===== src/rtl/mc8_ctrl.sv =====
module mc8_ctrl #(
  parameter logic [5:0] OP_RTYPE = 6'b000000,
  parameter logic [5:0] OP_LOAD  = 6'b100000,
  parameter logic [5:0] OP_STORE = 6'b101000,
  parameter logic [5:0] OP_BRZ   = 6'b000100,
  parameter logic [5:0] OP_JUMP  = 6'b000010
) (
  input  logic       clk,
  input  logic       rst,
  input  logic [5:0] opcode,
  input  logic       zero,
  output logic       mem_rd,
  output logic       mem_wr,
  output logic [3:0] ir_byte_we,
  output logic       pc_wr,
  output logic       pc_wr_if_zero,
  output logic       pc_en,
  output logic       addr_sel_data,
  output logic       alu_a_sel,
  output logic [1:0] alu_b_sel,
  output logic [1:0] alu_mode,
  output logic       dst_sel_rd,
  output logic       wb_from_mem,
  output logic       rf_we,
  output logic [1:0] pc_next_sel
);

  typedef enum logic [3:0] {
    S_F0, S_F1, S_F2, S_F3, S_DEC, S_ADR, S_LRD, S_LWB,
    S_SWR, S_EXE, S_RWB, S_BRN, S_JMP
  } st_t;

  st_t st, st_nx;

  always_ff @(posedge clk)
    if (rst) st <= S_F0;
    else     st <= st_nx;

  always_comb begin
    st_nx = S_F0;
    case (st)
      S_F0: st_nx = S_F1;
      S_F1: st_nx = S_F2;
      S_F2: st_nx = S_F3;
      S_F3: st_nx = S_DEC;
      S_DEC: begin
        if (opcode == OP_LOAD || opcode == OP_STORE) st_nx = S_ADR;
        else if (opcode == OP_RTYPE)                 st_nx = S_EXE;
        else if (opcode == OP_BRZ)                   st_nx = S_BRN;
        else if (opcode == OP_JUMP)                  st_nx = S_JMP;
      end
      S_ADR: begin
        if (opcode == OP_LOAD)       st_nx = S_LRD;
        else if (opcode == OP_STORE) st_nx = S_SWR;
      end
      S_LRD: st_nx = S_LWB;
      S_EXE: st_nx = S_RWB;
      default: st_nx = S_F0;
    endcase
  end

  always_comb begin
    mem_rd = 1'b0; mem_wr = 1'b0; ir_byte_we = 4'b0000;
    pc_wr = 1'b0; pc_wr_if_zero = 1'b0; addr_sel_data = 1'b0;
    alu_a_sel = 1'b0; alu_b_sel = 2'b00; alu_mode = 2'b00;
    dst_sel_rd = 1'b0; wb_from_mem = 1'b0; rf_we = 1'b0;
    pc_next_sel = 2'b00;
    case (st)
      S_F0, S_F1, S_F2, S_F3: begin
        mem_rd     = 1'b1;
        pc_wr      = 1'b1;
        alu_b_sel  = 2'b01;
        ir_byte_we = 4'b0001 << st[1:0];
      end
      S_DEC: alu_b_sel = 2'b11;
      S_ADR: begin alu_a_sel = 1'b1; alu_b_sel = 2'b10; end
      S_LRD: begin mem_rd = 1'b1; addr_sel_data = 1'b1; end
      S_LWB: begin rf_we = 1'b1; wb_from_mem = 1'b1; end
      S_SWR: begin mem_wr = 1'b1; addr_sel_data = 1'b1; end
      S_EXE: begin alu_a_sel = 1'b1; alu_mode = 2'b10; end
      S_RWB: begin rf_we = 1'b1; dst_sel_rd = 1'b1; end
      S_BRN: begin
        pc_wr_if_zero = 1'b1; alu_a_sel = 1'b1;
        alu_mode = 2'b01; pc_next_sel = 2'b01;
      end
      S_JMP: begin pc_wr = 1'b1; pc_next_sel = 2'b10; end
      default: ;
    endcase
  end

  assign pc_en = pc_wr | (pc_wr_if_zero & zero);

endmodule


===== config.mk =====
export PLATFORM = sky130hd
export DESIGN_NAME = mc8_ctrl
export DESIGN_NICKNAME = d
export VERILOG_FILES = /design/src/rtl/mc8_ctrl.sv
export SDC_FILE = /design/constraint.sdc
export NUM_CORES = 1
export LEC_CHECK = 0
export BUFFER_PORTS_ARGS = -buffer_cell sky130_fd_sc_hd__buf_2
export CORE_AREA = 5 5 42 44
export CTS_BUF_LIST = sky130_fd_sc_hd__clkbuf_8
export CTS_CLUSTER_DIAMETER = 50
export DETAILED_ROUTE_END_ITERATION = 7
export DIE_AREA = 0 0 47 49
export GPL_TIMING_DRIVEN = 0
export PLACE_DENSITY = 0.66
export REMOVE_ABC_BUFFERS = 1
export SYNTH_ARGS = -nofsm -noshare
export SYNTH_HDL_FRONTEND = slang
export SYNTH_SLANG_ARGS = --single-unit

===== constraint.sdc =====
create_clock -name clk -period 2 [get_ports clk]
set_input_delay 0.1 -clock clk [delete_from_list [all_inputs] [get_ports clk]]
set_output_delay 0.1 -clock clk [all_outputs]
set_load 0.02 [all_outputs]

# == After elaboration in Yosys (flattened, before gate mapping) ==
# Index checks and enable logic that the tools add are counted.
# totals
out_inout_bits,20
elab_cells,49
regBits,4
input_bits,9
# classes
bitwise_logic,2
eq_ne,16
reduce_logical,9
shifts,1
n_mux,20
# op_table
operator,n
$pmux 4 s8,1
$mux 4,7
$eq 4x4->1 const B,5
$eq 4x3->1 const B,4
$eq 6x6->1 const B,2
$reduce_or 5->1,2
$mux 1,9
$eq 4x2->1 const B,2
$pmux 2 s2,2
$eq 6x2->1 const B,1
$eq 6x3->1 const B,1
$logic_not 6->1,1
$pmux 2 s3,1
$eq 4x1->1 const B,1
$logic_not 4->1,1
$reduce_or 2->1,2
$reduce_or 4->1,1
$shl 1x2->4 const A,1
$reduce_or 3->1,1
$and 1x1->1,1
$logic_or 1x1->1,1
$or 1x1->1,1

# == Depth between registers and ports, before layout ==
# Gate-level depths: netlist of the first run.
# depth
ltp_word,6
depth_mapped,6
depth_no_buf,4

# == Worst setup path after synthesis of the first run ==
# Ideal clock, no wire load.
# synth_timing
kind,reg-to-output
from,register st[0]
to,output pc_next_sel[0]
slack_ps,598
path_stages_with_launch,5
arrival_time_ps,1302
required_time_ps,1900
path_cell_list,dfxtp_1 clkbuf_1 nand2_1 nor2_1 buf_4
# synth_via
elab_chain_cells,2
# synth_lines
item,line_no,source
"start, declared",33,"st_t st, st_nx;"
"start signal, assigned",37,else st <= st_nx;
$eq 4x4->1,68,case (st)
$pmux 2 s2 *,68,
"end, declared",25,output logic [1:0] pc_next_sel
# Every way passes the cells marked *; elsewhere a longest branch is shown, timed or not.

# == Final worst setup path of the first run ==
# layout_timing
from,register st[3]
to,output addr_sel_data
# layout_via
elab_chain_cells,3
# layout_lines
item,line_no,source
$eq 4x4->1 / $eq 4x3->1 (equally long branches),68,
$reduce_or 2->1 (no line) *,-,
$mux 1 *,68,
"end, declared",18,"output logic addr_sel_data,"
# Marks and branches as above.

==> results.ini, run 1 <==
[outcome]
status=finished clean

[route]
totalWireLength_mm=1.23
first_iter_violations=8
vias=572
drt_pass1_iterations=4
top_layer=met3
wl_met2_um=608
wl_met3_um=84
viasPerCell=5.15
wl_met1_um=538
drcViolationCount=0
antenna_left=0
avgRoutedWirePerCell_um=11.1

[power_and_ir_drop]
pwr-share-clk_pct=46.0
p_leak_nw=0.278
internal_power_mw=0.251
power_frac_seq_pct=28.8
pwr-share-comb_pct=25.3
p_sw_share_pct=30.8
total_power_mw=0.363
p_sw_mw=0.112
irDropWorstVdd_mv=0.414
cellPowerDensity_nw_per_um2=583

[cells_and_area]
largest_register_ffs=4
drive_gt1_share_pct=35.8
regMostFlops=st
top_regs=st: 4 flops
fin_nets=106
nFillCells=164
final_common_cell=buf_2
stdcell_area_sq_um=622
utilization_pct=44.4
synthToLayoutAreaGrowth_pct=37.7
antenna_cells=0
final_cell_mix=buf_2 (28), nor2_1 (13), a21oi_1 (7)

[cts]
clk_latency_ns=0.21
htreeDepth=1
cts_hold_buf=0
cts-resized-gates=0
clockBufferDepth=2
cts_made_buffers=3
cts.sinks=4
cts_tree=built
clock-root-buffer=clkbuf_8
postCtsSetupBuffers=0
clkTransAtPathRegs_ns=0.03

[worst_setup_path]
rr_startpoint=st[0]
startpoint_type=flip-flop
r2r_slack_ns=0.43
cp.required_ns=1.90
reg2reg_depth=4
arrival_ns=1.69
end_kind=primary output
reg2reg_to=st[2]
crit_fanout=16
crit_type=flip-flop to primary output

[timing]
slew_headroom_pct=65.8
finalHoldViolations=0
tns_ns=0
fin_crit_ns=1.79
skew_ns=0.00405
fmax_mhz=560
tightestPinTransition_ns=0.512
setup_viol=0
setup_ws_ns=0.215
slew_viol_final=0
rsz0062_at_grt=false
post-route-period-util_pct=89.3

[synth]
synth_seq_area_share_pct=17.7
postSynthAreaPerCell_sq_um=6.36
ys_seq_elements=4
ys_types=28
yosysWarnings=0
synth_area_sq_um=452
synth_cells=71

[die]
die_area_sq_um=2300
die_x_um=47
io_pins=29
rows=14
core_area_sq_um=1400
die_height_um=49
start_util_pct=32.2

[global_route]
grt_pass1_vias=512
grt_pass1_wl_mm=2.20
grt_max_degree=19
grt_antenna_before_repair=0
grt_remaining_overflow=0
gr-usage-all-layers_pct=12.3

[place]
placed_area_sq_um=581
dp_hpwl_um=941
gp_congestion=0.801
io_buffers=28
dp_slack_ns=0.429

[hold_path]
min_from=rst
worstHoldEndpoint=st[0]
hold_class=input port to flip-flop
holdPathStages=2

[flow_run]
maxCapViolations=0

==> cell type report <==
type / count / area, sq um / share of cell area [%]
multi-input combinational: 57 / 329 / 52.9
sequential: 4 / 80.1 / 12.9
timing repair buffer: 28 / 140 / 22.5
clock buffer: 3 / 41.3 / 6.64
inverter: 3 / 11.3 / 1.81
tap: 16 / 20.0 / 3.22
==> synth_stat cells <==
master | number | share of area [%]
o21bai_1 | 1 | 1.7
buf_4 | 1 | 1.7
buf_2 | 1 | 1.1
clkbuf_1 | 5 | 4.2
nor2_1 | 13 | 11
or3_1 | 1 | 1.4
or3_4 | 1 | 2.5
a211oi_2 | 1 | 2.8
nor4_1 | 3 | 4.2
o21ai_0 | 4 | 4.4
and2_1 | 1 | 1.4
nand2b_1 | 4 | 5.5
a2111oi_0 | 1 | 1.9
a21oi_1 | 7 | 7.8
or3b_1 | 1 | 1.9
dfxtp_1 | 4 | 18
a31o_1 | 1 | 1.9
a31oi_1 | 1 | 1.4
nand3_1 | 1 | 1.1
nand2_1 | 3 | 2.5
mux2_2 | 1 | 2.5
nor4b_1 | 1 | 1.9
nor3_1 | 6 | 6.6
or2b_1 | 2 | 3.3
a211o_1 | 1 | 1.9
inv_1 | 3 | 2.5
a311oi_1 | 1 | 1.9
o22ai_1 | 1 | 1.4
==> worst max path at each step <==
stage / from / end / slack [ns] / depth (start not counted)
after floorplan: st[3] / st[3] / 0.56 / 4
after global placement: st[0] / st[2] / 0.40 / 4
after detailed placement: st[3] / addr_sel_data / 0.43 / 4
after CTS: st[3] / addr_sel_data / 0.21 / 4
after global routing: st[3] / addr_sel_data / 0.008 / 4
final: st[3] / addr_sel_data / 0.21 / 4
==> critical path, stage by stage, from the launching register on <==
cell and delay, ns:
dfxtp_1 0.62, nand2b_1 0.29, mux2_2 0.32, nor2_1 0.07, buf_2 0.17
==> per-stage QoR <==
| step | instances | hold WS, ns |
|---|---|---|
| after floorplan | 64 | 0.177 |
| after global placement | 108 | 0.280 |
| after detailed placement | 108 | 0.277 |
| after CTS | 111 | 0.0531 |
| after global routing | 111 | 0.0575 |
| final | 111 | 0.0567 |
==> power by group through the flow <==
stage               Sequential, mW  Combinational [mW]  Clock, mW
detailed placement           0.105              0.0919          0
finish                       0.104              0.0915      0.167
global route                 0.107               0.104      0.182
CTS                          0.104              0.0925      0.174
floorplan                   0.0998              0.0618          0
global placement             0.105              0.0912          0
==> cells by family after synthesis <==
logic type / count (synthesis) / synth area share [%]
AO/OA/AOI/OAI: 19 / 27.1
flip-flops: 4 / 17.7
buffers and inverters: 10 / 9.42
AND/OR/NAND/NOR: 37 / 43.2
multiplexers: 1 / 2.49
==> routing by layer <==
metal	global-route usage (%)	up-vias
met1	16.4	253
met2	18.3	18
met5	0	-
li1	-	301
met3	4.80	0
met4	2.76	0
No activity file was read; power rests on OpenSTA's default activity.
==> run 2, diff against run 1 <==
Settings changed: BUFFER_PORTS_ARGS -buffer_cell sky130_fd_sc_hd__buf_2 to default, DONT_BUFFER_PORTS from default to 1, PLACE_DENSITY 0.66 to 0.48.
==> results.ini, run 2 (synthesis results as in run 1) <==
[outcome]
status=finished clean

[cts]
clkTransAtPathRegs_ns=0.03  ; about the same
htreeDepth=1  ; unchanged
postCtsSetupBuffers=0  ; unchanged
cts.sinks=4  ; unchanged
cts_tree=built
clk_latency_ns=0.21  ; about the same
cts_made_buffers=3  ; unchanged
clock-root-buffer=clkbuf_8
clockBufferDepth=2  ; unchanged

[timing]
tns_ns=0  ; unchanged
setup_viol=0  ; unchanged
skew_ns=0.00207  ; -0.00198 ns
slew_viol_final=0  ; unchanged
tightestPinTransition_ns=0.717  ; +0.205 ns
post-route-period-util_pct=88.2  ; -1.0 points
fin_crit_ns=1.76  ; -0.0207 ns
finalHoldViolations=0  ; unchanged
rsz0062_at_grt=false
fmax_mhz=567  ; +1.2%
slew_headroom_pct=52.0  ; -14 points

[worst_setup_path]
r2r_slack_ns=0.36  ; -0.07 ns
crit_fanout=18  ; +2
crit_type=flip-flop to primary output
startpoint=st[2]
arrival_ns=1.66  ; -0.03 ns
startpoint_type=flip-flop
cp.required_ns=1.90  ; about the same
end_kind=primary output
rr_startpoint=st[0]
crit_chain=nand2b_1 > mux2_2 > nor2_1
cpPeakStageDelay_ns=0.63  ; about the same
cp_slowest_cell=dfxtp_1

[cells_and_area]
largest_register_ffs=4  ; unchanged
final_common_cell=nor2_1
fin_nets=79  ; -25%
utilization_pct=35.2  ; -9.2 points
register_area_sq_um=81.3  ; +1.6%
synthToLayoutAreaGrowth_pct=9.14
multi_input_area_sq_um=329  ; unchanged
nFillCells=168  ; +2.4%
antenna_cells=0  ; unchanged
drive_gt1_share_pct=10.3  ; -25 points
top_regs=st: 4 flops
regMostFlops=st
stdcell_area_sq_um=493  ; -21%
final_cell_mix=nor2_1 (13), a21oi_1 (7), nor3_1 (6)

[power_and_ir_drop]
cellPowerDensity_nw_per_um2=686  ; +18%
p_leak_nw=0.156  ; -44%
total_power_mw=0.338  ; -6.7%
irDropWorstVdd_mv=0.447  ; +7.8%

[die]
die_area_sq_um=2300  ; unchanged
core_area_sq_um=1400  ; unchanged
start_util_pct=32.2  ; unchanged
rows=14  ; unchanged
die_x_um=47  ; unchanged
die_height_um=49  ; unchanged
io_pins=29  ; unchanged

[route]
top_layer=met3
antenna_left=0  ; unchanged
vias=485  ; -15%
viasPerCell=5.77  ; +12%
avgRoutedWirePerCell_um=14.6  ; +32%
wl_met3_um=130  ; +55%
drt_pass1_iterations=4  ; unchanged
drcViolationCount=0  ; unchanged
wl_met1_um=520  ; -3.3%
wl_met2_um=579  ; -4.8%
totalWireLength_mm=1.23  ; unchanged
first_iter_violations=9  ; +1

[flow_run]
maxCapViolations=0  ; unchanged

[place]
gp_congestion=0.732  ; -8.6%
placed_area_sq_um=440  ; -24%
dp_hpwl_um=927  ; -1.4%
io_buffers=0  ; -100%

[global_route]
gr-usage-all-layers_pct=11.3  ; -1.1 points
grt_pass1_vias=436  ; -15%
grt_antenna_before_repair=0  ; unchanged
grt_pass1_wl_mm=1.97  ; -10%
grt_remaining_overflow=0  ; unchanged
grt_max_degree=19  ; unchanged

[hold_path]
hold_class=input port to flip-flop
min_from=opcode[3]

run 2: changes by cell type in the layout (fill, tap and decap cells not counted), sizes merged:
cell / previous run / this run
buf: 28 / 0
dlygate4sd3: 0 / 1
run 2: area by class of cell:
cell class | instances | area share [%]
multi-input cells | 57 | 66.8
flip-flops and latches | 4 | 16.5
clock buffers | 3 | 8.38
well taps | 16 | 4.06
inverters | 3 | 2.28
repair buffers | 1 | 2.03
run 2: worst paths after layout:
check	endpoint	depth (start not counted)
worst max-delay path	addr_sel_data	3
worst min-delay path	st[2]	3
worst max register to register	st[2]	4
worst min register to register	st[2]	1
run 2: worst max-delay path: cells and delay by family (launching register included):
family	cells	cell delay [ns]
multiplexers	1	0.31
flip-flops	1	0.63
AND/OR/NAND/NOR	2	0.51
run 2: power breakdown:
part	switching (mW)	leakage, nW	internal [mW]
Clock	0.0356	0.0216	0.128
Combinational	0.0475	0.101	0.0233
Sequential	0.0183	0.0333	0.0859
Total	0.101	0.156	0.237
run 2: per-layer routing:
layer	vias to the layer above	global-route usage, %
li1	251	-
met1	219	14.5
met2	15	17.2
met3	0	3.32
met4	0	4.15
met5	-	0
run 2: through the flow:
stage               setup WS [ns]  hold slack (ns)  std cells
floorplan                   0.556            0.177         64
global placement            0.253            0.181         80
detailed placement          0.258            0.183         80
CTS                         0.133            0.130         84
global route               0.0213            0.142         84
finish                      0.235            0.132         84
run 2: timing repair:
item / in CTS / in global routing
resized for setup: 0 / 1
endpoints found under the hold margin: 1 / 0
hold buffers: 1 / 0
setup endpoints to repair: 0 / 1
